File: config.mk
export PLATFORM = sky130hd
export DESIGN_NAME = branch_trace_rec
export DESIGN_NICKNAME = d
export VERILOG_FILES = /design/src/rtl/branch_trace_rec.sv
export SDC_FILE = /design/constraint.sdc
export NUM_CORES = 1
export LEC_CHECK = 0
export ABC_AREA = 1
export BUFFER_PORTS_ARGS = -buffer_cell sky130_fd_sc_hd__buf_2
export CAP_MARGIN = 10
export CORE_MARGIN = 2
export CORE_UTILIZATION = 50
export DETAILED_ROUTE_END_ITERATION = 12
export GPL_ROUTABILITY_DRIVEN = 1
export HOLD_SLACK_MARGIN = 0.06
export MAX_ROUTING_LAYER = met4
export PLACE_DENSITY_LB_ADDON = 0.1
export REMOVE_ABC_BUFFERS = 1
export SETUP_SLACK_MARGIN = 0.05
export SLEW_MARGIN = 25
export SYNTH_ARGS = -nofsm -noshare
export SYNTH_HDL_FRONTEND = slang
export SYNTH_SLANG_ARGS = --single-unit
export TNS_END_PERCENT = 1
File: constraint.sdc
create_clock -name clk -period 4.2 [get_ports clk]
set_input_delay 0 -clock clk [delete_from_list [all_inputs] [get_ports clk]]
set_output_delay 0 -clock clk [all_outputs]
set_load 0.05 [all_outputs]
File: src/rtl/branch_trace_rec.sv
module branch_trace_rec #(
  parameter int DEPTH = 8,
  parameter int IDX_W = 16,
  parameter int OVF_W = 8,
  parameter logic [11:0] REG_BASE = 12'h1D9
) (
  input  logic        clk,
  input  logic        rst_n,
  input  logic        ev_valid,
  input  logic [31:0] ev_from,
  input  logic [31:0] ev_to,
  input  logic        dbg_exc,
  input  logic        reg_we,
  input  logic [11:0] reg_addr,
  input  logic [31:0] reg_wdata,
  output logic [63:0] reg_rdata,
  output logic        step_br,
  output logic        msg_valid,
  output logic [63:0] msg_data,
  output logic        mem_valid,
  input  logic        mem_ready,
  output logic [31:0] mem_addr,
  output logic [63:0] mem_data,
  output logic        buf_irq
);
  localparam int PW = $clog2(DEPTH);
  localparam logic [11:0] A_ENT  = REG_BASE + 12'd1;
  localparam logic [11:0] A_TOS  = A_ENT + 12'(DEPTH);
  localparam logic [11:0] A_BASE = A_TOS + 12'd1;
  localparam logic [11:0] A_LIM  = A_TOS + 12'd2;
  localparam logic [11:0] A_IDX  = A_TOS + 12'd3;
  localparam logic [11:0] A_OVF  = A_TOS + 12'd4;
  localparam logic [31:0] CTRL_MASK = 32'h0000_01C3;

  logic [31:0]      ctrl_q;
  logic [PW-1:0]    tos_q;
  logic [63:0]      lbr_q [DEPTH];
  logic [31:0]      base_q;
  logic [IDX_W-1:0] lim_q, idx_q, idx_inc, idx_nxt;
  logic [OVF_W-1:0] ovf_q;

  wire [63:0] rec    = {ev_to, ev_from};
  wire wr_ctrl       = reg_we && reg_addr == REG_BASE;
  wire wr_base       = reg_we && reg_addr == A_BASE;
  wire wr_lim        = reg_we && reg_addr == A_LIM;
  wire wr_idx        = reg_we && reg_addr == A_IDX;
  wire wr_ovf        = reg_we && reg_addr == A_OVF;
  wire full          = ctrl_q[8] && idx_q == lim_q;
  wire log_ok        = ev_valid && ctrl_q[7] && !full;
  wire busy          = mem_valid && !mem_ready;
  wire push          = ev_valid && ctrl_q[0] && !dbg_exc;

  assign idx_inc = idx_q + 1'b1;
  assign idx_nxt = (idx_inc == lim_q) ? (ctrl_q[8] ? lim_q : '0) : idx_inc;
  assign step_br = ctrl_q[1];
  assign buf_irq = ctrl_q[7] && full;

  always_ff @(posedge clk) begin
    if (!rst_n) ctrl_q <= '0;
    else begin
      if (wr_ctrl) ctrl_q <= reg_wdata & CTRL_MASK;
      if (dbg_exc) ctrl_q[0] <= 1'b0;
    end
  end

  always_ff @(posedge clk) begin
    if (!rst_n) begin
      tos_q <= '0;
      for (int i = 0; i < DEPTH; i++) lbr_q[i] <= '0;
    end else if (push) begin
      tos_q <= tos_q + 1'b1;
      lbr_q[tos_q + 1'b1] <= rec;
    end
  end

  always_ff @(posedge clk) begin
    if (!rst_n) begin
      msg_valid <= 1'b0;
      msg_data  <= '0;
    end else begin
      msg_valid <= ev_valid && ctrl_q[6];
      if (ev_valid && ctrl_q[6]) msg_data <= rec;
    end
  end

  always_ff @(posedge clk) begin
    if (!rst_n) begin
      mem_valid <= 1'b0;
      mem_addr  <= '0;
      mem_data  <= '0;
      idx_q     <= '0;
      lim_q     <= '0;
      base_q    <= '0;
      ovf_q     <= '0;
    end else begin
      if (log_ok && busy) begin
        if (ovf_q != '1) ovf_q <= ovf_q + 1'b1;
      end else if (log_ok) begin
        mem_valid <= 1'b1;
        mem_addr  <= base_q + (32'(idx_q) << 3);
        mem_data  <= rec;
        idx_q     <= idx_nxt;
      end else if (mem_ready) begin
        mem_valid <= 1'b0;
      end
      if (wr_base) base_q <= reg_wdata;
      if (wr_lim)  lim_q  <= reg_wdata[IDX_W-1:0];
      if (wr_idx)  idx_q  <= reg_wdata[IDX_W-1:0];
      if (wr_ovf)  ovf_q  <= '0;
    end
  end

  always_comb begin
    reg_rdata = '0;
    if (reg_addr == REG_BASE) reg_rdata = {32'd0, ctrl_q};
    if (reg_addr == A_TOS)    reg_rdata = 64'(tos_q);
    if (reg_addr == A_BASE)   reg_rdata = {32'd0, base_q};
    if (reg_addr == A_LIM)    reg_rdata = 64'(lim_q);
    if (reg_addr == A_IDX)    reg_rdata = 64'(idx_q);
    if (reg_addr == A_OVF)    reg_rdata = 64'(ovf_q);
    for (int i = 0; i < DEPTH; i++)
      if (reg_addr == A_ENT + 12'(i)) reg_rdata = lbr_q[i];
  end
endmodule

* Word-level counts from Yosys, hierarchy flattened
Memory sizes are Yosys's and may differ from the RTL's.
Cells that the tools add are included.
** Storage, ports and cells
- RAM bits :: 512
- Word-level logic and storage cells :: 91
- Input port bits :: 114
- Register bits after elaboration :: 242
- Memories kept :: 1
** Memory list
- lbr_q :: words 8, width 64, rd ports 8, clocked after Yosys merged registers in 0, wr ports 8, line 37 : logic [63:0] lbr_q [DEPTH];
** Cells by class
- Equality and inequality tests :: 18
- Bitwise operators :: 2
- Muxes and demuxes :: 28
- $add $sub $neg :: 4
- Reductions and logical operators :: 26
** Operators with widths (count)
- $mux 64 :: 14
- $eq 12x9->1 const B :: 14
- $mux 16 :: 5
- $reduce_or 64->1 :: 1
- $add 32x19->32 :: 1
- $eq 16x16->1 :: 2
- $add 16x1->16 const B :: 1
- $logic_and 1x1->1 :: 14
- $mux 9 :: 1
- $add 8x1->8 const B :: 1
- $ne 8x8->1 const B :: 1
- $reduce_and 2->1 :: 4
- $mux 1 :: 7
- $reduce_bool 2->1 :: 2
- $reduce_or 2->1 :: 2
- $add 3x1->3 const B :: 1
- $logic_not 1->1 :: 3
- $mux 3 :: 1
- $ne 2x2->1 const B :: 1
- $not 1->1 :: 2

* Depth between registers and ports, before layout
Gate-level depths: netlist (run 1).
- Word-level depth :: 15
- Depth in mapped cells :: 21

* Worst setup path after synthesis (run 1)
OpenSTA, ideal clock, no wires.
- Path type :: reg-to-reg
- Start point :: register tos_q[0]
- End point :: memory lbr_q[5][0], enable pin
- Library setup time :: 688 ps
- Arrival time :: 2601 ps
- Buffers on the path :: 2
- Clock period less this slack :: 3289 ps
- Path slack :: 911 ps
- Stages on the path, launching flop included :: 8
- Cells stage by stage :: dfxtp_1 -> ha_1 -> xnor2_1 -> nor2_1 -> nand2_1 -> clkbuf_1 -> buf_1 -> nand2_1
** RTL lines
- start: declaration :: line 36 : logic [PW-1:0] tos_q;
- start signal: assignment :: line 71 : tos_q <= tos_q + 1'b1;
- end: declaration :: line 37

* Worst setup path after layout (run 1)
- Start point :: input reg_addr[1]
- End point :: output reg_rdata[12]
** Between the ends
- Word-level cells in the longest chain between the ends :: 13
- Elaborated cells on any way between the ends :: 24
- Those cells by class :: 12 x eq/ne; 12 x mux
** Ends and longest elaborated chain
- start: declaration :: line 14 : input logic [11:0] reg_addr,
- $eq 12x9->1 :: line 117 : if (reg_addr == A_BASE) reg_rdata = {32'd0, base_q};
- $mux 64 :: line 117
- $mux 64 :: line 118 : if (reg_addr == A_LIM) reg_rdata = 64'(lim_q);
- $mux 64 :: line 119 : if (reg_addr == A_IDX) reg_rdata = 64'(idx_q);
- $mux 64 :: line 120 : if (reg_addr == A_OVF) reg_rdata = 64'(ovf_q);
- $mux 64 (7 in series) :: line 122 : if (reg_addr == A_ENT + 12'(i)) reg_rdata = lbr_q[i];
- $mux 64 * :: line 122
- end: declaration :: line 16 : output logic [63:0] reg_rdata,
Mark *: on every way between the ends. The rest lies on a longest branch, timed or not.

==> out/results.ini, run 1 <==
[outcome]
status=complete, no violations

[floorplan]
dieArea_sq_um=69030
initial_core_util_pct=50.73
io_pins=342
die_w_microns=262.7
coreArea_sq_um=65980
num_rows=94
die_h_microns=262.7

[power]
vdd.ir_drop.worst_mv=0.2749
powerDensity_nw_per_um2=398.4
power.leakage_nw=17.51

[clocking]
cts_tree=done
cts_buffers=81
clockRootBuffer=clkbuf_16
ctsResizeCount=0
clk_latency_ps=620
h-tree-depth=3
cts_buffer_depth=3
cts.sinks=754
path_clk_slew_ps=50

[setup_path]
endpoint_kind=primary output
critPathTopFamily=buffers and inverters
critPathMaxFanout=9
crit_required_ps=4200
startpoint_type=input port
cp.arrival_ps=3440
crit_type=input port to primary output
path_cells=dlygate4sd3_1 -> buf_2 -> inv_1 -> nor2_1 -> nand2_1 -> nor2_1 -> buf_4 -> nor2_1 -> buf_4 -> o21ai_0 -> o21ai_0 -> o211ai_1 -> nand2_1 -> o21ai_0 -> nand2_1 -> nand2_1 -> nand2_1 -> nand3_1 -> nand2_1 -> buf_2
cpMaxStageDelayCell=nor2_1
critical_path_buf_inv_count=6
critPathMaxStageDelay_ps=600
cpMostUsedCell=nand2_1

[synth]
yosysWarnings=0
synthTopCellsByArea=edfxtp_1 (46%), dfxtp_1 (14%), nor2_1 (7.7%)
synth_top_cells_by_count=nor2_1 (686), nand2_1 (602), edfxtp_1 (512)
synth_edf_count=512
ys_seq_area_share_pct=60.40
syn_avg_cell_area_sq_um=9.161
ys_async_sr_fraction_pct=0
synth_most_common_cell=nor2_1
yosysTopAreaCell=edfxtp_1
ys_seq_elements=754
syn_inst=3654
synth_top_cell_area_share_pct=45.93
post_synth_instance_area_sq_um=33470
ys.flop_type=edfxtp_1
ys_types=52

[timing]
slew_headroom_pct=34.87
hold_viol=0
finalSetupTns_ps=0
setup_violations=0
fmax_ghz=0.2906
min_period_ps=3442
grt_setup_unrepaired=false
worstMarginPinSlew_ps=977.0
maxSlewViolCount=0
fin_crit_sh_pct=81.94
whs_ps=106.2
clock_skew_ps=23.19

[drt]
via_count=27672
drt_first_pass_iters=5
vias_per_cell=5.605
drc=0
drt-total-wl_mm=101.7
drt_iter0_drc=2306
avgRoutedWirePerCell_microns=20.60
drtAntennaViolNets=0

[global_routing]
grt_pass1_vias=26713
grt.overflow.total=0
grt_pass1_wl_mm=156.7
antenna_found_initial=1
grtUsageTotal_pct=29.84
grt_max_degree=192

[placement]
port-buffer-count=341
place_congestion=0.9621
place_inst=4680
hpwlAfterDp_mm=60.06

[finish]
num-nets-final=4139
final_cells=4937
final-seq-area_sq_um=20220
fillCellCount=5579
multi_input_area_sq_um=11750
syn2layout_area_growth_pct=19.20
drive_above_1_share_pct=14.64
utilization_pct=60.47

[job]
drv_cap=0

[min_path]
min_path_type=input port to register

-- worst min-delay path, delay by kind of cell --
family / cells / cell delay (ps)
AND/OR/NAND/NOR: 2 / 200
buffers and inverters: 3 / 340
AO/OA/AOI/OAI: 1 / 150
-- stage by stage --
stage	instance area, sq um	total power, mW	worst slack, ps
finish	39900	15.90	758.4
floorplan	32530	8.453	-3887
global route	39900	16.31	563.3
CTS	39890	15.96	812.3
detailed placement	36120	8.703	879.3
global placement	36120	8.695	890.4
-- layer usage --
layer  share of wire (%)  global-route usage, %
met1                  42                  38.48
met2                  49                  49.80
met3                 6.3                  3.832
met4                 2.2                  8.155
met5                   0                      -
-- final timing paths --
kind	from	to	slack (ps)	depth (start not counted)
worst max-delay path	reg_addr[1]	reg_rdata[12]	760	20
worst min-delay path	reg_addr[0]	ctrl_q[1]	110	6
worst max register to register	idx_q[0]	mem_addr[31]	910	14
worst min register to register	mem_addr[5]	mem_addr[5]	470	2
-- registers in the layout, summed over array words and instances (netlist names), 8 cells and up --
name / cells
base_q: 32
idx_q: 16
lbr_q: 512
lim_q: 16
mem_addr: 32
mem_data: 64
msg_data: 64
ovf_q: 8
-- cell usage in the layout, fill, tap and decap left out, types with 19 or more instances in the layout --
cell type / n
o21ai_0: 370
dfxtp_1: 242
inv_1: 130
xnor2_1: 22
buf_4: 55
xor2_1: 28
nor2_1: 678
clkbuf_1: 19
clkinv_1: 72
edfxtp_1: 512
o221ai_1: 23
ha_1: 19
nand2_1: 584
clkbuf_16: 84
dlygate4sd3_1: 106
a21oi_1: 350
nor3_1: 36
buf_2: 340
nand4_1: 28
o211ai_1: 68
nand3_1: 125
-- repair_timing --
action	CTS	global route
hold buffers	106	0
buffers inserted	0	0
endpoints found under the hold margin	738	0
-- final cells by class --
| class | count | share of cell area, % |
|---|---|---|
| diodes | 1 | 0.006272 |
| well taps | 864 | 2.709 |
| inverters | 203 | 1.929 |
| multi-input cells | 2454 | 29.45 |
| repair buffers | 511 | 8.438 |
| clock buffers | 117 | 5.883 |
| flip-flops and latches | 754 | 50.67 |
| clock inverters | 33 | 0.9125 |
-- power breakdown --
part	switching (mW)	internal (mW)
Combinational	0.355	0.141
Sequential	0.0434	8.08
Clock	3.00	4.28
Total	3.40	12.5
-- cells by family (layout without fill, tap and decap cells) --
kind of cell             after synthesis  count (layout)  share of synthesized area (%)
AO/OA/AOI/OAI                        865             865                          14.03
buffers and inverters                446             864                          5.095
XOR/XNOR                              51              51                          1.357
flip-flops                           754             754                          60.40
AND/OR/NAND/NOR                     1518            1518                          18.34
adder cells (fa/ha/maj)               20              20                         0.7700
other                                  0               1                              0
No activity file was read; power rests on OpenSTA's default activity.
==> inputs of run 2 (changes only) <==
--- a/config.mk
+++ b/config.mk
@@ -5,7 +5,7 @@
 export SDC_FILE = /design/constraint.sdc
 export NUM_CORES = 1
 export LEC_CHECK = 0
-export ABC_AREA = 1
+export ABC_AREA = 0
 export BUFFER_PORTS_ARGS = -buffer_cell sky130_fd_sc_hd__buf_2
 export CAP_MARGIN = 10
 export CORE_MARGIN = 2
==> constraint.sdc (replaced) <==
create_clock -name clk -period 3.4 [get_ports clk]
set_input_delay 0 -clock clk [delete_from_list [all_inputs] [get_ports clk]]
set_output_delay 0 -clock clk [all_outputs]
set_load 0.05 [all_outputs]
==> run 2 against run 1 <==
Compared with the run above:
- via count shrank 3.9%
- worst setup slack got worse by 500 ps
- synthesized cell count shrank 13%
- wire length up 7.0%
- sequential share of layout area fell by 0.98 points
- clock skew is 11 ps higher
- sequential power increased by 24%
- die area grew 0.38%
- non-clock buffer count rose by 57
- register-to-register slack got worse by 650 ps
- worst hold slack improved by 50 ps
==> out/results.ini, run 2 <==
[finish]
final_common_cell=nand2_1
top_register=lbr_q
reg_top3=lbr_q: 512 flops, mem_data: 64 flops, msg_data: 64 flops
drive_above_1_share_pct=17.52  ; +2.9 points
final_cell_mix=nand2_1 (531), and2_1 (516), edfxtp_1 (512), buf_2 (331), a21oi_1 (254)
syn2layout_area_growth_pct=21.09
largest_reg_flops=512  ; unchanged
num-nets-final=3715  ; -10%

[placement]
hpwlAfterDp_mm=68.72  ; +14%
post-place-ws_ps=204.5  ; -674.8 ps
port-buffer-count=341  ; unchanged
place_congestion=0.9290  ; -3.4%

[global_routing]
grt_pass1_wl_mm=164.1  ; +4.7%
grt_pass1_vias=26288  ; -1.6%
antenna_found_initial=0  ; -1
grt.overflow.total=0  ; unchanged
grtUsageTotal_pct=32.00  ; +2.2 points
grt_max_degree=105  ; -45%

[synth]
syn_avg_cell_area_sq_um=10.62  ; +16%
synth_edf_count=512  ; unchanged
yosysWarnings=0  ; unchanged
syn_inst=3164  ; -13%
ys_types=84  ; +62%
synthTopCellsByArea=edfxtp_1 (46%), dfxtp_1 (14%), and2_1 (9.7%)
ys_seq_area_share_pct=60.18  ; -0.23 points
synth_top_cell_area_share_pct=45.76  ; -0.17 points
ys.flop_type=edfxtp_1
post_synth_instance_area_sq_um=33600  ; +0.38%
ys_async_sr_fraction_pct=0  ; unchanged
synth_top_cells_by_count=nand2_1 (533), and2_1 (520), edfxtp_1 (512)
yosysTopAreaCell=edfxtp_1
synth_most_common_cell=nand2_1
ys_seq_elements=754  ; unchanged

[power]
p_switching_mw=4.311  ; +27%
vdd.ir_drop.worst_mv=0.3411  ; +24%
power_frac_clock_pct=45.4  ; -0.4 points
power.leakage_nw=15.48  ; -12%
total_power_mw=19.65  ; +24%
powerDensity_nw_per_um2=482.9  ; +21%
p_sw_share_pct=21.94  ; +0.56 points
p_int_mw=15.34  ; +23%
seqPwrFrac_pct=51.4  ; +0.3 points
p_comb_share_pct=3.2  ; about the same

[timing]
clock_skew_ps=34.43  ; +11.24 ps
maxSlewViolCount=0  ; unchanged
timing.final.ws_setup_ps=263.4  ; -495.0 ps
hold_viol=0  ; unchanged
fmax_ghz=0.3188
finalSetupTns_ps=0  ; unchanged
fin_crit_sh_pct=92.25
worstMarginPinSlew_ps=998.4  ; +21.40 ps
slew_headroom_pct=33.44  ; -1.4 points
setup_violations=0  ; unchanged
min_period_ps=3137
grt_setup_unrepaired=false

[outcome]
status=complete, no violations

[setup_path]
path_cells=ha_1 -> a21o_1 -> a21oi_1 -> o21ai_0 -> a2111oi_1 -> buf_4 -> o211a_1 -> nor3_1 -> xnor2_1 -> a21oi_1
cpMaxStageDelayCell=a2111oi_1
critPathMaxFanout=6  ; -3
startpoint_type=register
cp.arrival_ps=3650  ; +210 ps
critPathMaxStageDelay_ps=690  ; +90 ps
endpoint_kind=register
critical_path_buf_inv_count=1  ; -5
crit_type=register to register
cpMostUsedCell=a21oi_1
critPathTopFamily=compound AO/OA/AOI/OAI gates
crit_required_ps=3910  ; -290 ps

[clocking]
clockRootBuffer=clkbuf_16
cts_buffer_depth=3  ; unchanged
path_clk_slew_ps=60  ; about the same
cts_buffers=82  ; +1.2%
h-tree-depth=3  ; unchanged
cts_setup_buffers=0  ; unchanged
clk_latency_ps=640  ; +20 ps
cts.sinks=754  ; unchanged
cts_tree=done

[drt]
drt_iter0_drc=2590  ; +12%
drt-total-wl_mm=108.8  ; +7.0%
drtAntennaViolNets=0  ; unchanged
drt_first_pass_iters=7  ; +2
drc=0  ; unchanged
via_count=26600  ; -3.9%
avgRoutedWirePerCell_microns=24.06  ; +17%
vias_per_cell=5.882  ; +4.9%

[floorplan]
coreArea_sq_um=66800  ; +1.2%
die_w_microns=263.2  ; +0.19%
num_rows=95  ; +1.1%
io_pins=342  ; unchanged
initial_core_util_pct=50.30  ; -0.43 points
dieArea_sq_um=69290  ; +0.38%
die_h_microns=263.2  ; +0.19%

[job]
drv_cap=0  ; unchanged

[min_path]
min_path_type=input port to register

==> run 2: final cells by class <==
| class | instances | area (sq um) |
|---|---|---|
| multi-input cells | 2158 | 12510 |
| clock inverters | 45 | 436.7 |
| diodes | 1 | 2.502 |
| flip-flops and latches | 754 | 20220 |
| inverters | 17 | 68.82 |
| well taps | 873 | 1092 |
| clock buffers | 106 | 2265 |
| fillers | 5503 | 26110 |
| repair buffers | 568 | 4089 |
==> run 2: repair_timing <==
| action | CTS | global route |
|---|---|---|
| endpoints found under the setup margin | 0 | 4 |
| hold buffers | 101 | 0 |
| resized for setup | 0 | 1 |
| hold endpoints to repair | 721 | 0 |
==> run 2: worst register-to-register path, cell delays in order (launching register included) <==
cell,delay [ps]
dfxtp_1,410
ha_1,270
a21o_1,190
a21oi_1,340
o21ai_0,250
a2111oi_1,690
buf_4,230
o211a_1,280
nor3_1,100
xnor2_1,190
a21oi_1,100
==> run 2: power groups by stage <==
stage | clock (mW) | combinational (mW) | sequential, mW
final | 8.92 | 0.632 | 10.1
after global routing | 9.37 | 0.669 | 10.1
after CTS | 9.03 | 0.630 | 10.1
after detailed placement | 0 | 0.540 | 10.3
after global placement | 0 | 0.531 | 10.3
after floorplan | 0 | 0.161 | 10.3
==> run 2: through the flow <==
step	util (%)	hold WS [ps]	cell area, sq um	instances
finish	60.91	156.5	40690	4522
global route	60.90	155.9	40690	4521
CTS	60.90	133.6	40680	4521
detailed placement	55.35	212.8	36970	4269
global placement	55.35	212.3	36970	4269
floorplan	-	76.79	32600	2929
==> run 2: per-layer routing <==
layer	global-route usage [%]	wire length, microns	vias up
met5	-	0	-
met4	9.730	3240	0
met3	4.190	7377	184
met2	52.88	53280	1109
met1	41.31	44890	13159
li1	-	-	12148
==> run 2: cell families after synthesis <==
group / after synthesis / synth area share [%]
AND/OR/NAND/NOR: 1403 / 21.36
flip-flops: 754 / 60.18
AO/OA/AOI/OAI: 667 / 12.66
buffers and inverters: 252 / 3.180
XOR/XNOR: 50 / 1.303
adder cells (fa/ha/maj): 20 / 0.7671
multiplexers: 18 / 0.5474
==> run 2: path summary, 6_finish.rpt <==
kind,startpoint,endpoint,slack [ps],cells past startpoint
max,idx_q[1],mem_addr[30],260,10
min,reg_wdata[27],base_q[27],160,4
max reg2reg,idx_q[1],mem_addr[30],260,10
min reg2reg,mem_addr[3],mem_addr[3],450,2
